===== src/rtl/acc_cpu_pkg.sv =====
// Package: shared sizes, opcode encoding, sequencer states and the decoded
// control bundle for the accumulator core.
// Assumes DATA_W >= ADDR_W so that an immediate operand fits in a data value.
package acc_cpu_pkg;

    parameter int ADDR_W = 6;
    parameter int DATA_W = 8;
    parameter int OP_W   = 3;
    localparam int WORD_W = OP_W + 1 + ADDR_W;
    localparam int DEPTH  = 1 << ADDR_W;

    typedef enum logic [OP_W-1:0] {
        OP_LOAD  = 3'b000,
        OP_ADD   = 3'b001,
        OP_SUB   = 3'b010,
        OP_STORE = 3'b011,
        OP_JUMP  = 3'b100,
        OP_HALT  = 3'b111
    } opcode_e;

    typedef enum logic [1:0] {
        ST_FETCH  = 2'd0,
        ST_DECODE = 2'd1,
        ST_EXEC   = 2'd2,
        ST_STOP   = 2'd3
    } seq_state_e;

    typedef struct packed {
        logic sel_imm;    // operand mux: 1 = immediate, 0 = RAM word
        logic left_zero;  // ALU left input forced to zero
        logic sub;        // ALU subtracts instead of adds
        logic acc_we;     // accumulator takes the ALU result
        logic ram_we;     // accumulator is written to RAM
        logic pc_load;    // program counter takes the operand
        logic halt;       // stop sequencing
    } ctrl_t;

endpackage


===== src/rtl/acc_cpu_ram.sv =====
// Module: acc_cpu_ram
// Single-port-write, single-port-read word memory with a registered read.
// Holds both the program and its data. It has no reset: contents survive
// reset of the core.
module acc_cpu_ram
    import acc_cpu_pkg::*;
(
    input  logic              clk,
    input  logic              we,
    input  logic [ADDR_W-1:0] waddr,
    input  logic [WORD_W-1:0] wdata,
    input  logic [ADDR_W-1:0] raddr,
    output logic [WORD_W-1:0] rdata
);

    logic [WORD_W-1:0] mem [DEPTH];

    // Write port: store one word when enabled.
    always_ff @(posedge clk) begin
        if (we) begin
            mem[waddr] <= wdata;
        end
    end

    // Read port: registered read, so data appears one cycle after the address.
    always_ff @(posedge clk) begin
        rdata <= mem[raddr];
    end

endmodule


===== src/rtl/acc_cpu_decode.sv =====
// Module: acc_cpu_decode
// Turns the opcode and mode bit of the latched instruction into the control
// bundle. Opcodes that have no entry decode to all-inactive (no operation).
module acc_cpu_decode
    import acc_cpu_pkg::*;
(
    input  logic [OP_W-1:0] opcode,
    input  logic            mode,
    output ctrl_t           ctrl
);

    // Decode: one branch per supported opcode.
    always_comb begin
        ctrl         = '0;
        ctrl.sel_imm = mode;
        case (opcode)
            OP_LOAD: begin
                ctrl.acc_we    = 1'b1;
                ctrl.left_zero = 1'b1;
            end
            OP_ADD: begin
                ctrl.acc_we = 1'b1;
            end
            OP_SUB: begin
                ctrl.acc_we = 1'b1;
                ctrl.sub    = 1'b1;
            end
            OP_STORE: begin
                ctrl.ram_we = 1'b1;
            end
            OP_JUMP: begin
                ctrl.pc_load = 1'b1;
            end
            OP_HALT: begin
                ctrl.halt = 1'b1;
            end
            default: begin
                ctrl.acc_we = 1'b0;
            end
        endcase
    end

endmodule


===== src/rtl/acc_cpu_alu.sv =====
// Module: acc_cpu_alu
// Two-input adder/subtractor with wraparound modulo 2**DATA_W.
module acc_cpu_alu
    import acc_cpu_pkg::*;
(
    input  logic [DATA_W-1:0] left,
    input  logic [DATA_W-1:0] right,
    input  logic              sub,
    output logic [DATA_W-1:0] result
);

    // Arithmetic: add or subtract, keeping only the low DATA_W bits.
    always_comb begin
        if (sub) begin
            result = left - right;
        end else begin
            result = left + right;
        end
    end

endmodule


===== src/rtl/acc_cpu.sv =====
// Module: acc_cpu (top)
// Multi-cycle accumulator processor. Each instruction takes three states:
// FETCH puts the PC on the RAM read address; DECODE latches the fetched word
// into the instruction register and reads the word its operand names; EXEC
// updates the accumulator, RAM, PC or halt flag. Assumes the preload port is
// used only while rst_n is low; the preload write takes priority over a core
// write.
module acc_cpu
    import acc_cpu_pkg::*;
(
    input  logic              clk,
    input  logic              rst_n,
    input  logic              pre_we,
    input  logic [ADDR_W-1:0] pre_addr,
    input  logic [WORD_W-1:0] pre_data,
    output logic              halted,
    output logic [DATA_W-1:0] acc_out
);

    seq_state_e        state_q;
    logic [ADDR_W-1:0] pc_q;
    logic [WORD_W-1:0] ir_q;
    logic [DATA_W-1:0] acc_q;
    logic              halted_q;

    logic [WORD_W-1:0] ram_rdata;
    logic [ADDR_W-1:0] ram_raddr;
    logic              ram_we;
    logic [ADDR_W-1:0] ram_waddr;
    logic [WORD_W-1:0] ram_wdata;

    logic [OP_W-1:0]   ir_opcode;
    logic              ir_mode;
    logic [ADDR_W-1:0] ir_operand;
    ctrl_t             ctrl;

    logic [DATA_W-1:0] sel_value;
    logic [DATA_W-1:0] alu_left;
    logic [DATA_W-1:0] alu_result;
    logic              in_exec;
    logic              core_we;

    // Instruction fields.
    assign ir_opcode  = ir_q[WORD_W-1 -: OP_W];
    assign ir_mode    = ir_q[ADDR_W];
    assign ir_operand = ir_q[ADDR_W-1:0];
    assign in_exec    = (state_q == ST_EXEC);
    assign core_we    = in_exec && ctrl.ram_we;

    // Read address: PC while fetching, the fetched word's operand while decoding.
    always_comb begin
        if (state_q == ST_DECODE) begin
            ram_raddr = ram_rdata[ADDR_W-1:0];
        end else begin
            ram_raddr = pc_q;
        end
    end

    // Write port mux: preload first, otherwise the STORE path.
    always_comb begin
        ram_we = pre_we || core_we;
        if (pre_we) begin
            ram_waddr = pre_addr;
            ram_wdata = pre_data;
        end else begin
            ram_waddr = ir_operand;
            ram_wdata = {{(WORD_W-DATA_W){1'b0}}, acc_q};
        end
    end

    // Operand mux and ALU left input.
    always_comb begin
        if (ctrl.sel_imm) begin
            sel_value = {{(DATA_W-ADDR_W){1'b0}}, ir_operand};
        end else begin
            sel_value = ram_rdata[DATA_W-1:0];
        end
        alu_left = ctrl.left_zero ? '0 : acc_q;
    end

    acc_cpu_ram u_ram (
        .clk   (clk),
        .we    (ram_we),
        .waddr (ram_waddr),
        .wdata (ram_wdata),
        .raddr (ram_raddr),
        .rdata (ram_rdata)
    );

    acc_cpu_decode u_decode (
        .opcode (ir_opcode),
        .mode   (ir_mode),
        .ctrl   (ctrl)
    );

    acc_cpu_alu u_alu (
        .left   (alu_left),
        .right  (sel_value),
        .sub    (ctrl.sub),
        .result (alu_result)
    );

    // Sequencer: three states per instruction, a sticky stop state after HALT.
    always_ff @(posedge clk) begin
        if (!rst_n) begin
            state_q  <= ST_FETCH;
            pc_q     <= '0;
            ir_q     <= '0;
            acc_q    <= '0;
            halted_q <= 1'b0;
        end else begin
            case (state_q)
                ST_FETCH: begin
                    state_q <= ST_DECODE;
                end
                ST_DECODE: begin
                    ir_q    <= ram_rdata;
                    state_q <= ST_EXEC;
                end
                ST_EXEC: begin
                    if (ctrl.acc_we) begin
                        acc_q <= alu_result;
                    end
                    if (ctrl.halt) begin
                        halted_q <= 1'b1;
                        state_q  <= ST_STOP;
                    end else begin
                        state_q <= ST_FETCH;
                        if (ctrl.pc_load) begin
                            pc_q <= ir_operand;
                        end else begin
                            pc_q <= pc_q + 1'b1;
                        end
                    end
                end
                ST_STOP: begin
                    state_q <= ST_STOP;
                end
                default: begin
                    state_q <= ST_FETCH;
                end
            endcase
        end
    end

    assign halted  = halted_q;
    assign acc_out = acc_q;

endmodule


===== config.mk =====
export PLATFORM = sky130hd
export DESIGN_NAME = acc_cpu
export DESIGN_NICKNAME = d
export VERILOG_FILES = /design/src/rtl/acc_cpu_pkg.sv /design/src/rtl/acc_cpu_ram.sv /design/src/rtl/acc_cpu_decode.sv /design/src/rtl/acc_cpu_alu.sv /design/src/rtl/acc_cpu.sv
export SDC_FILE = /design/constraint.sdc
export NUM_CORES = 1
export LEC_CHECK = 0
export BUFFER_PORTS_ARGS = -buffer_cell sky130_fd_sc_hd__buf_2
export CORE_MARGIN = 5
export CORE_UTILIZATION = 63
export DETAILED_ROUTE_END_ITERATION = 12
export GPL_TIMING_DRIVEN = 0
export HOLD_SLACK_MARGIN = 0.03
export PLACE_DENSITY = 0.79
export SETUP_SLACK_MARGIN = 0.3
export SKIP_LAST_GASP = 1
export SYNTH_ARGS = -nofsm -noshare
export SYNTH_HDL_FRONTEND = slang
export SYNTH_SLANG_ARGS = --single-unit

===== constraint.sdc =====
create_clock -name clk -period 3.9 [get_ports clk]
set_input_delay 0.585 -clock clk [delete_from_list [all_inputs] [get_ports clk]]
set_output_delay 0.585 -clock clk [all_outputs]
set_load 0.03 [all_outputs]

# After elaboration in Yosys (flattened, before gate mapping)

Memory sizes are Yosys's and may differ from the RTL's. A register that Yosys moved wholly into a read port is not among the register bits.
Cells that the tools add are included.

Register bits: 27
Bits in latches: 0
RAM bits: 640
ROM bits: 0
Input bits: 19
Output and inout port bits: 9
Word-level logic and storage cells: 43
Memories kept: 1

Add/subtract/negate cells: 3
Multiply operators: 0
Div/mod/pow operators: 0
Order comparisons: 0
Equal/unequal tests: 8
Shift operators: 0
Muxes and demuxes: 17
Bitwise operators: 1
Reduce and logical (&&, ||, !) cells: 8

Memory list:

| name      | depth | width | read ports | clocked after memory_dff | write ports | RTL line          | RTL |
|---|---|---|---|---|---|---|---|
| u_ram.mem | 64    | 10    | 1          | 1                        | 1           | acc_cpu_ram.sv:16 | `logic [WORD_W-1:0] mem [DEPTH];` |

Operators by type and width:

| kind                  | number |
|---|---|
| $mux W8               | 3 |
| $mux W6               | 3 |
| $mux W10              | 1 |
| $add A8 B8 Y8         | 1 |
| $mux W1               | 8 |
| $pmux W2 S4           | 1 |
| $sub A8 B8 Y8         | 1 |
| $add A6 B1 Y6 const B | 1 |
| $eq A3 B2 Y1 const B  | 2 |
| $eq A3 B3 Y1 const B  | 2 |
| $reduce_and A2 Y1     | 3 |
| $eq A2 B2 Y1 const B  | 2 |
| $eq A3 B1 Y1 const B  | 1 |
| $logic_not A3 Y1      | 1 |
| $reduce_or A3 Y1      | 1 |
| $eq A2 B1 Y1 const B  | 1 |
| $logic_not A2 Y1      | 1 |
| $mux W2               | 1 |
| $logic_and A1 B1 Y1   | 1 |
| $logic_or A1 B1 Y1    | 1 |
| $not A1 Y1            | 1 |

# Longest topological paths before layout

Depth in word-level cells: 6
Gate-level depth with buffers: 15
Depth with buffers taken out: 13

# By module

Synthesis repeated with hierarchy kept, for this count alone.

Cell total of the unflattened synthesis: 1369
Area, all modules: 27133.5 µm²

Modules (own cells, without submodules):

| module         | instances | cells an instance | area an instance (µm²) | seq. area each (µm²) |
|---|---|---|---|---|
| acc_cpu_ram    | 1         | 1118              | 25101.6                | 19418.6 |
| acc_cpu        | 1         | 183               | 1514.0                 | 540.5 |
| acc_cpu_alu    | 1         | 61                | 467.9                  | 0.0 |
| acc_cpu_decode | 1         | 7                 | 50.0                   | 0.0 |

# Worst setup path before layout

Ideal clock, no wire load.

Kind: register to register
From: reg ir_q[6]
To: reg acc_q[7], in the netlist acc_out[7]
Library setup time: 132 ps
Arrival time: 2865 ps
Required time: 3768 ps
Slack: 903 ps
Cell stages (with the launch flop): 13
Buffers on the path: 2
Clock period less this slack: 2997 ps
Path through: dfxtp_1 clkbuf_1 clkbuf_1 mux2i_1 ha_1 o21ai_0 ha_1 nor2b_1 o21ai_0 a21oi_1 o41a_1 xnor2_1 a21oi_1

Word-level cells in the longest chain between the ends: 3
Elaborated cells on any way between the ends: 4
Classes of those cells: add/sub: 2; mux: 2

Ends and longest elaborated chain:

| item                                           | RTL line                             | RTL |
|---|---|---|
| from (decl)                                    | acc_cpu.sv:22                        | `logic [WORD_W-1:0] ir_q;` |
| from (signal assigned)                         | acc_cpu.sv:117                       | `ir_q <= ram_rdata;` |
| $mux W8 (*)                                    | acc_cpu.sv:73                        | `if (ctrl.sel_imm) begin` |
| $add A8 B8 Y8 or $sub A8 B8 Y8 (tied branches) | acc_cpu_alu.sv:17, acc_cpu_alu.sv:15 |  |
| $mux W8 (*)                                    | acc_cpu_alu.sv:14                    | `if (sub) begin` |
| to (signal assigned)                           | acc_cpu.sv:122                       | `acc_q <= alu_result;` |
| to (decl)                                      | acc_cpu.sv:23                        | `logic [DATA_W-1:0] acc_q;` |

Every way passes the cells marked *; elsewhere a longest branch is shown, timed or not.
A chain may end at the register's enable or synchronous reset.

# Worst setup path in the final report

From: reg u_ram.rdata[2] (read register of u_ram.mem)
To: reg u_ram.rdata[9] (read register of u_ram.mem)

Word-level cells in the longest chain between the ends: 1

Ends and longest elaborated chain:

| item        | RTL line          | RTL |
|---|---|---|
| from (decl) | acc_cpu_ram.sv:13 | `output logic [WORD_W-1:0] rdata` |
| $mux W6     | acc_cpu.sv:52     | `if (state_q == ST_DECODE) begin` |

Every way passes these cells.

==> flow_metrics.env <==
export IMPL_crit_path_cell_trace="clkbuf_1, nor4bb_1, a31oi_1, clkbuf_1, nor3_1, a2111oi_0, a2111oi_0, nand4_1"
export IMPL_worstMarginPinSlew_ns=1.27
export IMPL_worst_skew_pair_late_latency_ns=0.61
export IMPL_first_pass_iters=7
export IMPL_synthesis_area_mm2=0.0288
export IMPL_die_w_um=224
export IMPL_fmax_mhz=261
export IMPL_overflow=0
export IMPL_htreeDepth=3
export IMPL_outcome="finished clean"
export IMPL_async_reset_ff_frac=0
export IMPL_cts_max_path_buffers=3
export IMPL_area_growth_pct=11.0
export IMPL_ctsRootBufferMaster="clkbuf_16"
export IMPL_antenna_found_initial=3
export IMPL_critPathMaxFanout=10
export IMPL_dieArea_mm2=0.0501
export IMPL_cts_tree="done"
export IMPL_synth_edf_count=640
export IMPL_io_buffers=25
export IMPL_synth_seq_cells=677
export IMPL_rsz0062_at_grt="true"
export IMPL_synth_seq_area_share=0.692
export IMPL_dpl_hpwl_um=48100
export IMPL_synth_cells=1865
export IMPL_required_ns=4.30
export IMPL_vias=17800
export IMPL_post_cts_buffers=0
export IMPL_postSynthNetCount=1894
export IMPL_core_region_area_mm2=0.0453
export IMPL_maxSlewViolCount=0
export IMPL_wire_per_inst_um=29.2
export IMPL_use_met3=0.0730
export IMPL_drive_gt1_frac=0.141
export IMPL_die_y_um=224
export IMPL_final_nets=1991
export IMPL_setup_viol=0
export IMPL_critPathSlowestCell="a2111oi_0"
export IMPL_pin_count=28
export IMPL_finalHoldViolations=0
export IMPL_syn_avg_cell_area_um2=15.5
export IMPL_worstSetupStartpointType="flip-flop"
export IMPL_cts_clk_slew_worst_paths_ns=0.06
export IMPL_grt_pass1_vias=17400
export IMPL_power_density_mw_per_mm2=574
export IMPL_timing_hold_ws_ns=0.459
export IMPL_fin_crit_ns=3.84
export IMPL_slowest_delay_ns=1.03
export IMPL_yosys_warnings=0
export IMPL_grt_util_met1=0.411
export IMPL_p_leak_nw=10.7
export IMPL_max_cap_violations=0
export IMPL_place_congestion=0.946
export IMPL_endpoint_kind="flip-flop"
export IMPL_track_usage=0.304
export IMPL_finalClockSkew_ns=0.0219
export IMPL_path_class="flip-flop to flip-flop"
export IMPL_dp_cells=2492
export IMPL_crit_arrival_ns=4.23
export IMPL_fin_crit_sh=0.984
export IMPL_vdd_drop_max_mv=0.619
export IMPL_grt_pass1_wl_um=112000
export IMPL_stdcell_count=2616
export IMPL_viasPerCell=6.81
export IMPL_initial_utilization=0.637
export IMPL_antenna_left=0
export IMPL_grt_util_met2=0.493
export IMPL_grt_max_degree=65
export IMPL_final_util=0.707
export IMPL_drc_errors=0
export IMPL_cts_buffers_inserted=68
export IMPL_slew_headroom=0.149
export IMPL_drt_initial_drc_count=2766
export IMPL_busiest_layer="met2"
export IMPL_rows=78
export IMPL_clock_sinks=677
export IMPL_drt_total_wl_um=76500
export IMPL_hold_path_class="flip-flop to flip-flop"
export IMPL_ys_dominant_reg_cell="edfxtp_1"
export IMPL_yosysUniqueCellTypes=59
export IMPL_cts_hold_buffers_added=0
==> cell usage after synthesis, drive strengths merged (2+ instances only) <==
cell type	count	area, µm²
nor2	145	544
a31oi	33	206
nand4	11	68.8
buf	56	337
a31o	3	26.3
xor2	4	35.0
o21ai	17	85.1
dfxtp	37	741
nand2b	6	37.5
o32ai	24	210
nor3b	2	15.0
a2111oi	20	175
o211a	3	30.0
or4bb	2	22.5
and2	16	100
mux4	80	1800
nor2b	77	489
inv	71	267
clkbuf	61	229
ha	9	113
o31ai	5	37.5
a21oi	13	76.3
nand3	17	85.1
nand4b	2	17.5
nor3	16	80.1
nor4	30	188
a21boi	13	97.6
nand2	105	394
and3	3	18.8
mux2	12	135
mux2i	165	1650
nor4bb	3	30.0
or3	2	12.5
xnor2	6	52.6
a211oi	120	901
o21bai	2	15.0
edfxtp	640	19200
nand3b	11	82.6
a22oi	10	75.1
a21o	2	15.0
==> path summary, 6_finish.rpt <==
kind / cells past startpoint / to / slack, ns / startpoint
hold / removal: 1 / halted / 0.46 / halted
setup / recovery: 8 / u_ram.rdata[9] / 0.06 / u_ram.rdata[2]
hold reg to reg: 1 / halted / 0.46 / halted
setup reg to reg: 8 / u_ram.rdata[9] / 0.06 / u_ram.rdata[2]
==> timing repair <==
action / CTS / global route
setup endpoints to repair: 2 / 126
resized for setup: 4 / 22
pin swaps: 0 / 0
==> worst max-delay path, delay by kind of cell (launching register included) <==
kind | cells | cell delay (ns)
flops | 1 | 0.35
compound gates | 3 | 1.38
simple gates | 3 | 1.18
buf+inv | 2 | 0.70
==> flip-flops by register name (all words and copies together) (netlist names) <==
| name | flops |
|---|---|
| halted | 1 |
| pc_q | 6 |
| u_ram.mem | 640 |
| acc_out | 8 |
| state_q | 2 |
| u_ram.rdata | 10 |
| ir_q | 10 |
==> report_power, final <==
part	leakage (nW)	internal [mW]	switching, mW
sequential	6.14	8.22	0.126
clock	1.04	3.62	2.73
combinational	3.49	1.34	2.32
total	10.7	13.2	5.18
==> layout by cell type, fill, tap and decap left out, drive strengths merged, types with 6 or more instances in the layout <==
cell type | Yosys | routed
clkinv | 0 | 21
dfxtp | 37 | 37
a2111oi | 20 | 20
a21boi | 13 | 13
mux4 | 80 | 80
nor2b | 77 | 77
o32ai | 24 | 24
inv | 71 | 75
nand3b | 11 | 11
mux2 | 12 | 12
nor4 | 30 | 30
a31oi | 33 | 33
ha | 9 | 9
nand4 | 11 | 11
a22oi | 10 | 10
nand3 | 17 | 17
nand2 | 105 | 105
a21oi | 13 | 13
nor3 | 16 | 16
o21ai | 17 | 17
buf | 56 | 82
nor2 | 145 | 145
and2 | 16 | 16
clkbuf | 61 | 153
edfxtp | 640 | 640
nand2b | 6 | 6
a211oi | 120 | 120
xnor2 | 6 | 6
mux2i | 165 | 165
==> per-layer routing <==
layer	up-vias	wire [µm]
met1	8800	27400
li1	7495	-
met5	-	9
met3	248	8760
met4	2	3270
met2	1277	37000
==> logic make-up (layout without fill, tap and decap cells) <==
logic type | count (synthesis) | in the layout | synth area share
and+or+nand+nor | 450 | 450 | 0.0765
other | 0 | 1 | 0
adders and majority gates | 10 | 10 | 0.00460
AOI/OAI and AO/OA | 273 | 273 | 0.0702
DFF | 677 | 677 | 0.692
muxes | 257 | 257 | 0.124
buffers and inverters | 188 | 338 | 0.0289
xor gates and xnor gates | 10 | 10 | 0.00304
==> layout make-up <==
cell class / instances / area, µm²
multi-input cells: 1000 / 8140
clock inverters: 31 / 287
well taps: 600 / 751
repair buffers: 27 / 173
clock buffers: 92 / 1850
inverters: 71 / 267
diodes: 1 / 2.50
flip-flops and latches: 677 / 20000
fillers: 2837 / 13300
plain buffers: 117 / 574
==> through the flow <==
stage	power, mW	setup slack [ns]	area, µm²	TNS, ns
global route	18.9	0.166	32000	0
CTS	18.3	0.307	31900	0
floorplan	10.9	0.903	28800	0
finish	18.4	0.0634	32000	0
detailed placement	12.0	-0.0248	29800	-0.485
global placement	11.9	-0.225	29700	-13.96
No activity file was read; power rests on OpenSTA's default activity.
